===== src/rtl/ld_align_pkg.sv =====
package ld_align_pkg;
  localparam int OP_W = 6;

  localparam logic [OP_W-1:0] OPC_BYTE_S  = 6'd32;
  localparam logic [OP_W-1:0] OPC_HALF_S  = 6'd33;
  localparam logic [OP_W-1:0] OPC_LEFT    = 6'd34;
  localparam logic [OP_W-1:0] OPC_WORD    = 6'd35;
  localparam logic [OP_W-1:0] OPC_BYTE_U  = 6'd36;
  localparam logic [OP_W-1:0] OPC_HALF_U  = 6'd37;
  localparam logic [OP_W-1:0] OPC_RIGHT   = 6'd38;
  localparam logic [OP_W-1:0] OPC_LINKED  = 6'd48;

  typedef enum logic [2:0] {
    KIND_PASS  = 3'd0,
    KIND_BYTE  = 3'd1,
    KIND_HALF  = 3'd2,
    KIND_WORD  = 3'd3,
    KIND_LEFT  = 3'd4,
    KIND_RIGHT = 3'd5
  } ld_kind_e;
endpackage


===== src/rtl/ld_decode.sv =====
module ld_decode
  import ld_align_pkg::*;
#(
  parameter int OFS_W = 2
) (
  input  logic [OP_W-1:0]  op,
  input  logic [OFS_W-1:0] ofs,
  output ld_kind_e         kind,
  output logic             sign_ext,
  output logic             misalign
);
  always_comb begin
    kind     = KIND_PASS;
    sign_ext = 1'b0;
    unique case (op)
      OPC_BYTE_S: begin kind = KIND_BYTE; sign_ext = 1'b1; end
      OPC_BYTE_U: kind = KIND_BYTE;
      OPC_HALF_S: begin kind = KIND_HALF; sign_ext = 1'b1; end
      OPC_HALF_U: kind = KIND_HALF;
      OPC_WORD, OPC_LINKED: kind = KIND_WORD;
      OPC_LEFT:   kind = KIND_LEFT;
      OPC_RIGHT:  kind = KIND_RIGHT;
      default:    kind = KIND_PASS;
    endcase
  end

  always_comb begin
    misalign = 1'b0;
    if (kind == KIND_HALF) misalign = ofs[0];
    else if (kind == KIND_WORD) misalign = |ofs;
  end
endmodule


===== src/rtl/ld_lane_pick.sv =====
module ld_lane_pick #(
  parameter int DATA_W = 32,
  localparam int NB    = DATA_W / 8,
  localparam int NH    = NB / 2,
  localparam int OFS_W = $clog2(NB)
) (
  input  logic [DATA_W-1:0] word,
  input  logic [OFS_W-1:0]  ofs,
  output logic [7:0]        byte_o,
  output logic [15:0]       half_o
);
  logic [7:0]  blane [NB];
  logic [15:0] hlane [NH];

  for (genvar g = 0; g < NB; g++) begin : g_byte
    assign blane[g] = word[DATA_W-1-8*g -: 8];
  end
  for (genvar g = 0; g < NH; g++) begin : g_half
    assign hlane[g] = word[DATA_W-1-16*g -: 16];
  end

  assign byte_o = blane[ofs];
  assign half_o = hlane[ofs[OFS_W-1:1]];
endmodule


===== src/rtl/ld_partial_merge.sv =====
module ld_partial_merge #(
  parameter int DATA_W = 32,
  localparam int NB    = DATA_W / 8,
  localparam int OFS_W = $clog2(NB),
  localparam int SH_W  = OFS_W + 3
) (
  input  logic [DATA_W-1:0] word,
  input  logic [DATA_W-1:0] old_v,
  input  logic [OFS_W-1:0]  ofs,
  output logic [DATA_W-1:0] left_o,
  output logic [DATA_W-1:0] right_o
);
  logic [SH_W-1:0]   sh_up;
  logic [SH_W-1:0]   sh_dn;
  logic [DATA_W-1:0] keep_lo;

  assign sh_up   = {ofs, 3'b000};
  assign sh_dn   = SH_W'(DATA_W) - sh_up;
  assign keep_lo = ~({DATA_W{1'b1}} << sh_up);

  assign left_o  = (word << sh_up) | (old_v & keep_lo);
  assign right_o = (ofs == '0) ? old_v
                               : ((word >> sh_dn) | (old_v & ~keep_lo));
endmodule


===== src/rtl/ld_align_be.sv =====
module ld_align_be
  import ld_align_pkg::*;
#(
  parameter int DATA_W = 32,
  localparam int NB    = DATA_W / 8,
  localparam int OFS_W = $clog2(NB)
) (
  input  logic              clk,
  input  logic              rst,
  input  logic              in_valid,
  input  logic [OP_W-1:0]   op,
  input  logic [OFS_W-1:0]  addr_lo,
  input  logic [DATA_W-1:0] mem_word,
  input  logic [DATA_W-1:0] old_rt,
  output logic              out_valid,
  output logic [DATA_W-1:0] wr_data,
  output logic              misalign
);
  ld_kind_e          kind;
  logic              sign_ext;
  logic              mis_c;
  logic [7:0]        byte_v;
  logic [15:0]       half_v;
  logic [DATA_W-1:0] left_v;
  logic [DATA_W-1:0] right_v;
  logic [DATA_W-1:0] data_c;

  ld_decode #(.OFS_W(OFS_W)) u_dec (
    .op(op), .ofs(addr_lo), .kind(kind), .sign_ext(sign_ext), .misalign(mis_c)
  );

  ld_lane_pick #(.DATA_W(DATA_W)) u_pick (
    .word(mem_word), .ofs(addr_lo), .byte_o(byte_v), .half_o(half_v)
  );

  ld_partial_merge #(.DATA_W(DATA_W)) u_merge (
    .word(mem_word), .old_v(old_rt), .ofs(addr_lo),
    .left_o(left_v), .right_o(right_v)
  );

  always_comb begin
    unique case (kind)
      KIND_BYTE:  data_c = {{(DATA_W-8){sign_ext & byte_v[7]}}, byte_v};
      KIND_HALF:  data_c = {{(DATA_W-16){sign_ext & half_v[15]}}, half_v};
      KIND_WORD:  data_c = mem_word;
      KIND_LEFT:  data_c = left_v;
      KIND_RIGHT: data_c = right_v;
      default:    data_c = old_rt;
    endcase
  end

  always_ff @(posedge clk) begin
    if (rst) begin
      out_valid <= 1'b0;
      wr_data   <= '0;
      misalign  <= 1'b0;
    end else begin
      out_valid <= in_valid;
      if (in_valid) begin
        wr_data  <= data_c;
        misalign <= mis_c;
      end
    end
  end
endmodule


===== config.mk =====
export PLATFORM = sky130hd
export DESIGN_NAME = ld_align_be
export DESIGN_NICKNAME = d
export VERILOG_FILES = /design/src/rtl/ld_align_pkg.sv /design/src/rtl/ld_decode.sv /design/src/rtl/ld_lane_pick.sv /design/src/rtl/ld_partial_merge.sv /design/src/rtl/ld_align_be.sv
export SDC_FILE = /design/constraint.sdc
export NUM_CORES = 1
export LEC_CHECK = 0
export BUFFER_PORTS_ARGS = -buffer_cell sky130_fd_sc_hd__buf_2
export CAP_MARGIN = 0
export CORE_ASPECT_RATIO = 0.6
export CORE_MARGIN = 2
export CORE_UTILIZATION = 48
export DETAILED_ROUTE_END_ITERATION = 10
export PLACE_DENSITY = 0.78
export SLEW_MARGIN = 15
export SYNTH_ARGS = -nofsm -noshare
export SYNTH_HDL_FRONTEND = slang
export SYNTH_SLANG_ARGS = --single-unit

===== constraint.sdc =====
create_clock -name clk -period 2.1 [get_ports clk]
set_input_delay 0.21 -clock clk [delete_from_list [all_inputs] [get_ports clk]]
set_output_delay 0.21 -clock clk [all_outputs]
set_load 0.03 [all_outputs]

==> Flow_metrics.wiki <==
{| class="wikitable"
! Metric !! Value
|-
| Result of the run || finished clean
|-
| Clock slew at the register clock pins of the worst setup and hold paths || 0.06 ns
|-
| Total of hold buffers inserted after clock tree synthesis || 0
|-
| Post-synthesis net count || 542
|-
| Number of warnings printed during yosys synthesis || 0
|-
| Maximum number of pins on one net before global-route repair || 51
|-
| RD Place Congestion || 0.9607
|-
| Post CTS Setup Buffer Count || 0
|-
| Vias || 4538
|-
| Cell area after synthesis || 3720 um^2
|-
| Most congested layer reported by global routing || met1
|-
| Worst Setup Start Kind || input port
|-
| Overflow after GRT || 0
|-
| Number of buffer and inverter instances along the worst setup path || 2
|-
| Slowest cell delay on critical path || 0.59 ns
|-
| TritonCTS Sinks || 34
|-
| Cells after DPL || 665
|-
| Crit. Startpoint || addr_lo[1]
|-
| Flop and latch count out of synthesis || 34
|-
| Transition time of the tightest slew-check pin || 0.9197 ns
|-
| Path class of the lowest-slack min-delay path || in -> reg
|-
| Hold violation count in the final report || 0
|-
| Area share of fa/ha/maj cells after synthesis || 0.6727%
|-
| Layout Cells excl Fill || 673
|-
| Count of cells along the worst hold path || 3
|-
| Biggest fanout along the worst timing path || 8
|-
| Async set-or-reset flop fraction in the synthesized netlist || 0%
|-
| Simple-gate portion of the synthesized area || 18.13%
|-
| Number of logic stages on the critical path including buffering || 8
|-
| Sum of routed wire length over all layers || 14.49 mm
|-
| Area of the die || 8493 um^2
|-
| Detail-routed via count per cell || 6.743
|-
| Syn Area/Cell || 8.000 um^2
|-
| Count of input and output buffers || 108
|-
| Standard cell with the maximum stage delay on the critical path || sky130_fd_sc_hd__nor3b_2
|-
| DRT iter0 DRCs || 478
|-
| Top Ports || 109
|-
| Initial standard-cell utilization of the core || 50.36%
|-
| Cell seen most often among critical-path stages || sky130_fd_sc_hd__nor3b_2
|-
| Post-synth EDFFs || 0
|-
| Overall power after layout || 0.002495 W
|-
| Global routing usage on met1 || 49.81%
|-
| Post-synth top flop || sky130_fd_sc_hd__dfxtp_1
|-
| Total global-route track usage || 34.02%
|-
| RSZ-0062 raised after global routing || false
|-
| DR WL/cell || 21.53 um
|-
| Met3 Resource Use GR || 7.862%
|-
| Number of antenna-violating nets in the routed design || 0
|-
| Total power density per cell area || 540.7 nW/um^2
|-
| Proportion of layout cells with a drive suffix above 1 || 33.92%
|-
| Number of fill cells || 700
|-
| Area added between synthesis and finish || 24.05%
|-
| Pre-Repair DR Iteration Count || 7
|-
| Top delay family on crit path || simple AND/OR/NAND/NOR gates
|-
| First-pass GRT wire length || 22.78 mm
|-
| Resized Gates After CTS || 0
|-
| Depth of the worst register-to-register path || 3
|-
| Count of pins over their slew limit || 0
|-
| Fmax || 486.5 MHz
|-
| Launch instance of the worst min-delay path || mem_word[5]
|-
| Number of antenna violations at the first check in global routing || 0
|-
| Clock tree from TritonCTS || done
|-
| Number of clock buffers inserted by TritonCTS || 5
|-
| Number of H-tree levels || 2
|-
| Launch point of the worst reg-to-reg path || wr_data[9]
|-
| Setup-failing EPs final || 0
|-
| Cells traversed along the worst timing path || buf_2 -> inv_1 -> ha_1 -> nor3b_2 -> a222oi_1 -> nor2_1 -> nor3b_2 -> a2111oi_2
|-
| Core footprint || 7387 um^2
|-
| Clock skew after layout || 0 ns
|-
| Crit path required time || 2.28 ns
|-
| Kind of critical path || in -> reg
|-
| Antenna Diode Count || 0
|-
| Die X-Extent || 117.7 um
|-
| Final setup TNS || 0 ns
|-
| Vertical extent of the die || 72.19 um
|-
| Proportion of synthesized chip area in sequential cells || 18.30%
|-
| Clock Latency Late Sink || 0.29 ns
|-
| Post-Synthesis Cells || 465
|-
| Rel. slew slack || 38.27%
|-
| Mux contribution to synthesized area || 17.36%
|-
| Library cells used by synthesis || 51
|-
| Share of the synthesized netlist area taken by xor and xnor gates || 0%
|-
| Worst VDD drop || 0.2682 mV
|-
| HPWL after detailed placement || 10.90 mm
|-
| DRC violation count after routing || 0
|-
| Nature of the critical path endpoint || flip-flop
|-
| Vias in the first global route || 4158
|-
| Total leakage power || 1.882 nW
|-
| Combinational family with the most area after synthesis || compound AO/OA/AOI/OAI gates
|-
| Buffer type at the clock tree root || sky130_fd_sc_hd__clkbuf_16
|-
| Deepest clock path buffer count || 2
|-
| Fin crit period || 2.056 ns
|-
| Final Net Count || 645
|-
| Synth Area in Compound Gates || 38.68%
|-
| Data arrival time of the critical path || 2.24 ns
|-
| Max-cap check violation count || 0
|-
| GR met2 Demand/Resource || 49.74%
|-
| Share of the clock period used by the worst path || 97.89%
|-
| Std-Cell Rows || 24
|}
==> cells by family (layout without fill, tap and decap cells) <==
family	Yosys count	in the layout
compound gates	191	191
simple gates	131	131
buf+inv	56	160
mux	51	51
flops	34	34
fa+ha+maj	2	2
==> registers in the layout, indices dropped and copies added, names as in the netlist <==
signal / count
wr_data: 32
misalign: 1
out_valid: 1
==> path summary, 6_finish.rpt <==
path / slack (ns) / endpoint
worst max-delay path: 0.04 / wr_data[14]
worst min register to register: 0.44 / wr_data[30]
worst min-delay path: 0.22 / wr_data[5]
worst max register to register: 0.89 / wr_data[9]
==> Yosys cell counts (all sizes together) (2+ instances only) <==
cell / n / area (um^2)
a22o: 7 / 61.31
nand3: 15 / 75.07
buf: 21 / 123.9
mux4: 9 / 202.7
and2: 2 / 12.51
o2bb2ai: 10 / 93.84
nor3b: 16 / 135.1
nor2: 24 / 90.09
ha: 2 / 25.02
o22ai: 7 / 43.79
o311ai: 2 / 25.03
a221oi: 6 / 52.55
clkbuf: 24 / 90.09
nand2b: 5 / 31.28
mux2: 18 / 202.7
inv: 11 / 41.29
mux2i: 24 / 240.2
a21oi: 19 / 95.09
a211o: 2 / 17.52
o31ai: 2 / 28.78
nor2b: 10 / 62.56
dfxtp: 34 / 680.7
nand2: 52 / 197.7
o21ai: 50 / 250.2
a22oi: 18 / 135.1
a2111oi: 7 / 105.1
a211oi: 33 / 260.3
a222oi: 14 / 140.1
and3: 2 / 12.51
a32oi: 8 / 70.07
==> routing by layer <==
layer / wire, um / part of all wire [%]
met4: 310 / 2.1
met3: 1727 / 12
met5: 0 / 0
met1: 6368 / 44
met2: 6084 / 42
==> placed cells by master, fill, tap and decap left out, drive strengths merged, types with 18 or more instances in the layout <==
master | synthesis | layout
nor2 | 24 | 24
mux2 | 18 | 18
a21oi | 19 | 19
dfxtp | 34 | 34
o21ai | 50 | 50
buf | 21 | 141
nand2 | 52 | 52
a22oi | 18 | 18
mux2i | 24 | 24
a211oi | 33 | 33
==> cell type report <==
cell class	instances	area [um^2]	area share [%]
inverters	11	41.29	0.8948
clock inverters	1	30.03	0.6508
multi-input cells	375	2786	60.38
repair buffers	141	813.3	17.62
clock buffers	7	132.6	2.874
flip-flops and latches	34	680.7	14.75
well taps	104	130.1	2.820
==> tightest hold or removal path, stage by stage <==
cell and delay [ns]:
sky130_fd_sc_hd__buf_2 0.14, sky130_fd_sc_hd__nand2_1 0.06, sky130_fd_sc_hd__a211oi_1 0.05
==> power by group <==
group          total, W  internal, W  switching, W
clock          0.000879     0.000562      0.000317
combinational  0.000888     0.000345      0.000542
sequential     0.000728     0.000695     0.0000328
total           0.00249      0.00160      0.000892
==> stage by stage <==
step	util [%]	hold WS [ns]	instance area [um^2]	setup slack, ns
finish	62.47	0.2215	4614	0.04440
global route	62.47	0.2236	4614	0.007500
CTS	62.47	0.2133	4614	0.1410
detailed placement	60.26	0.4391	4452	-0.1463
global placement	60.26	0.4355	4452	0.0009663
floorplan	-	0.3500	3722	-0.007663
Power figures use the tool's default switching activity.
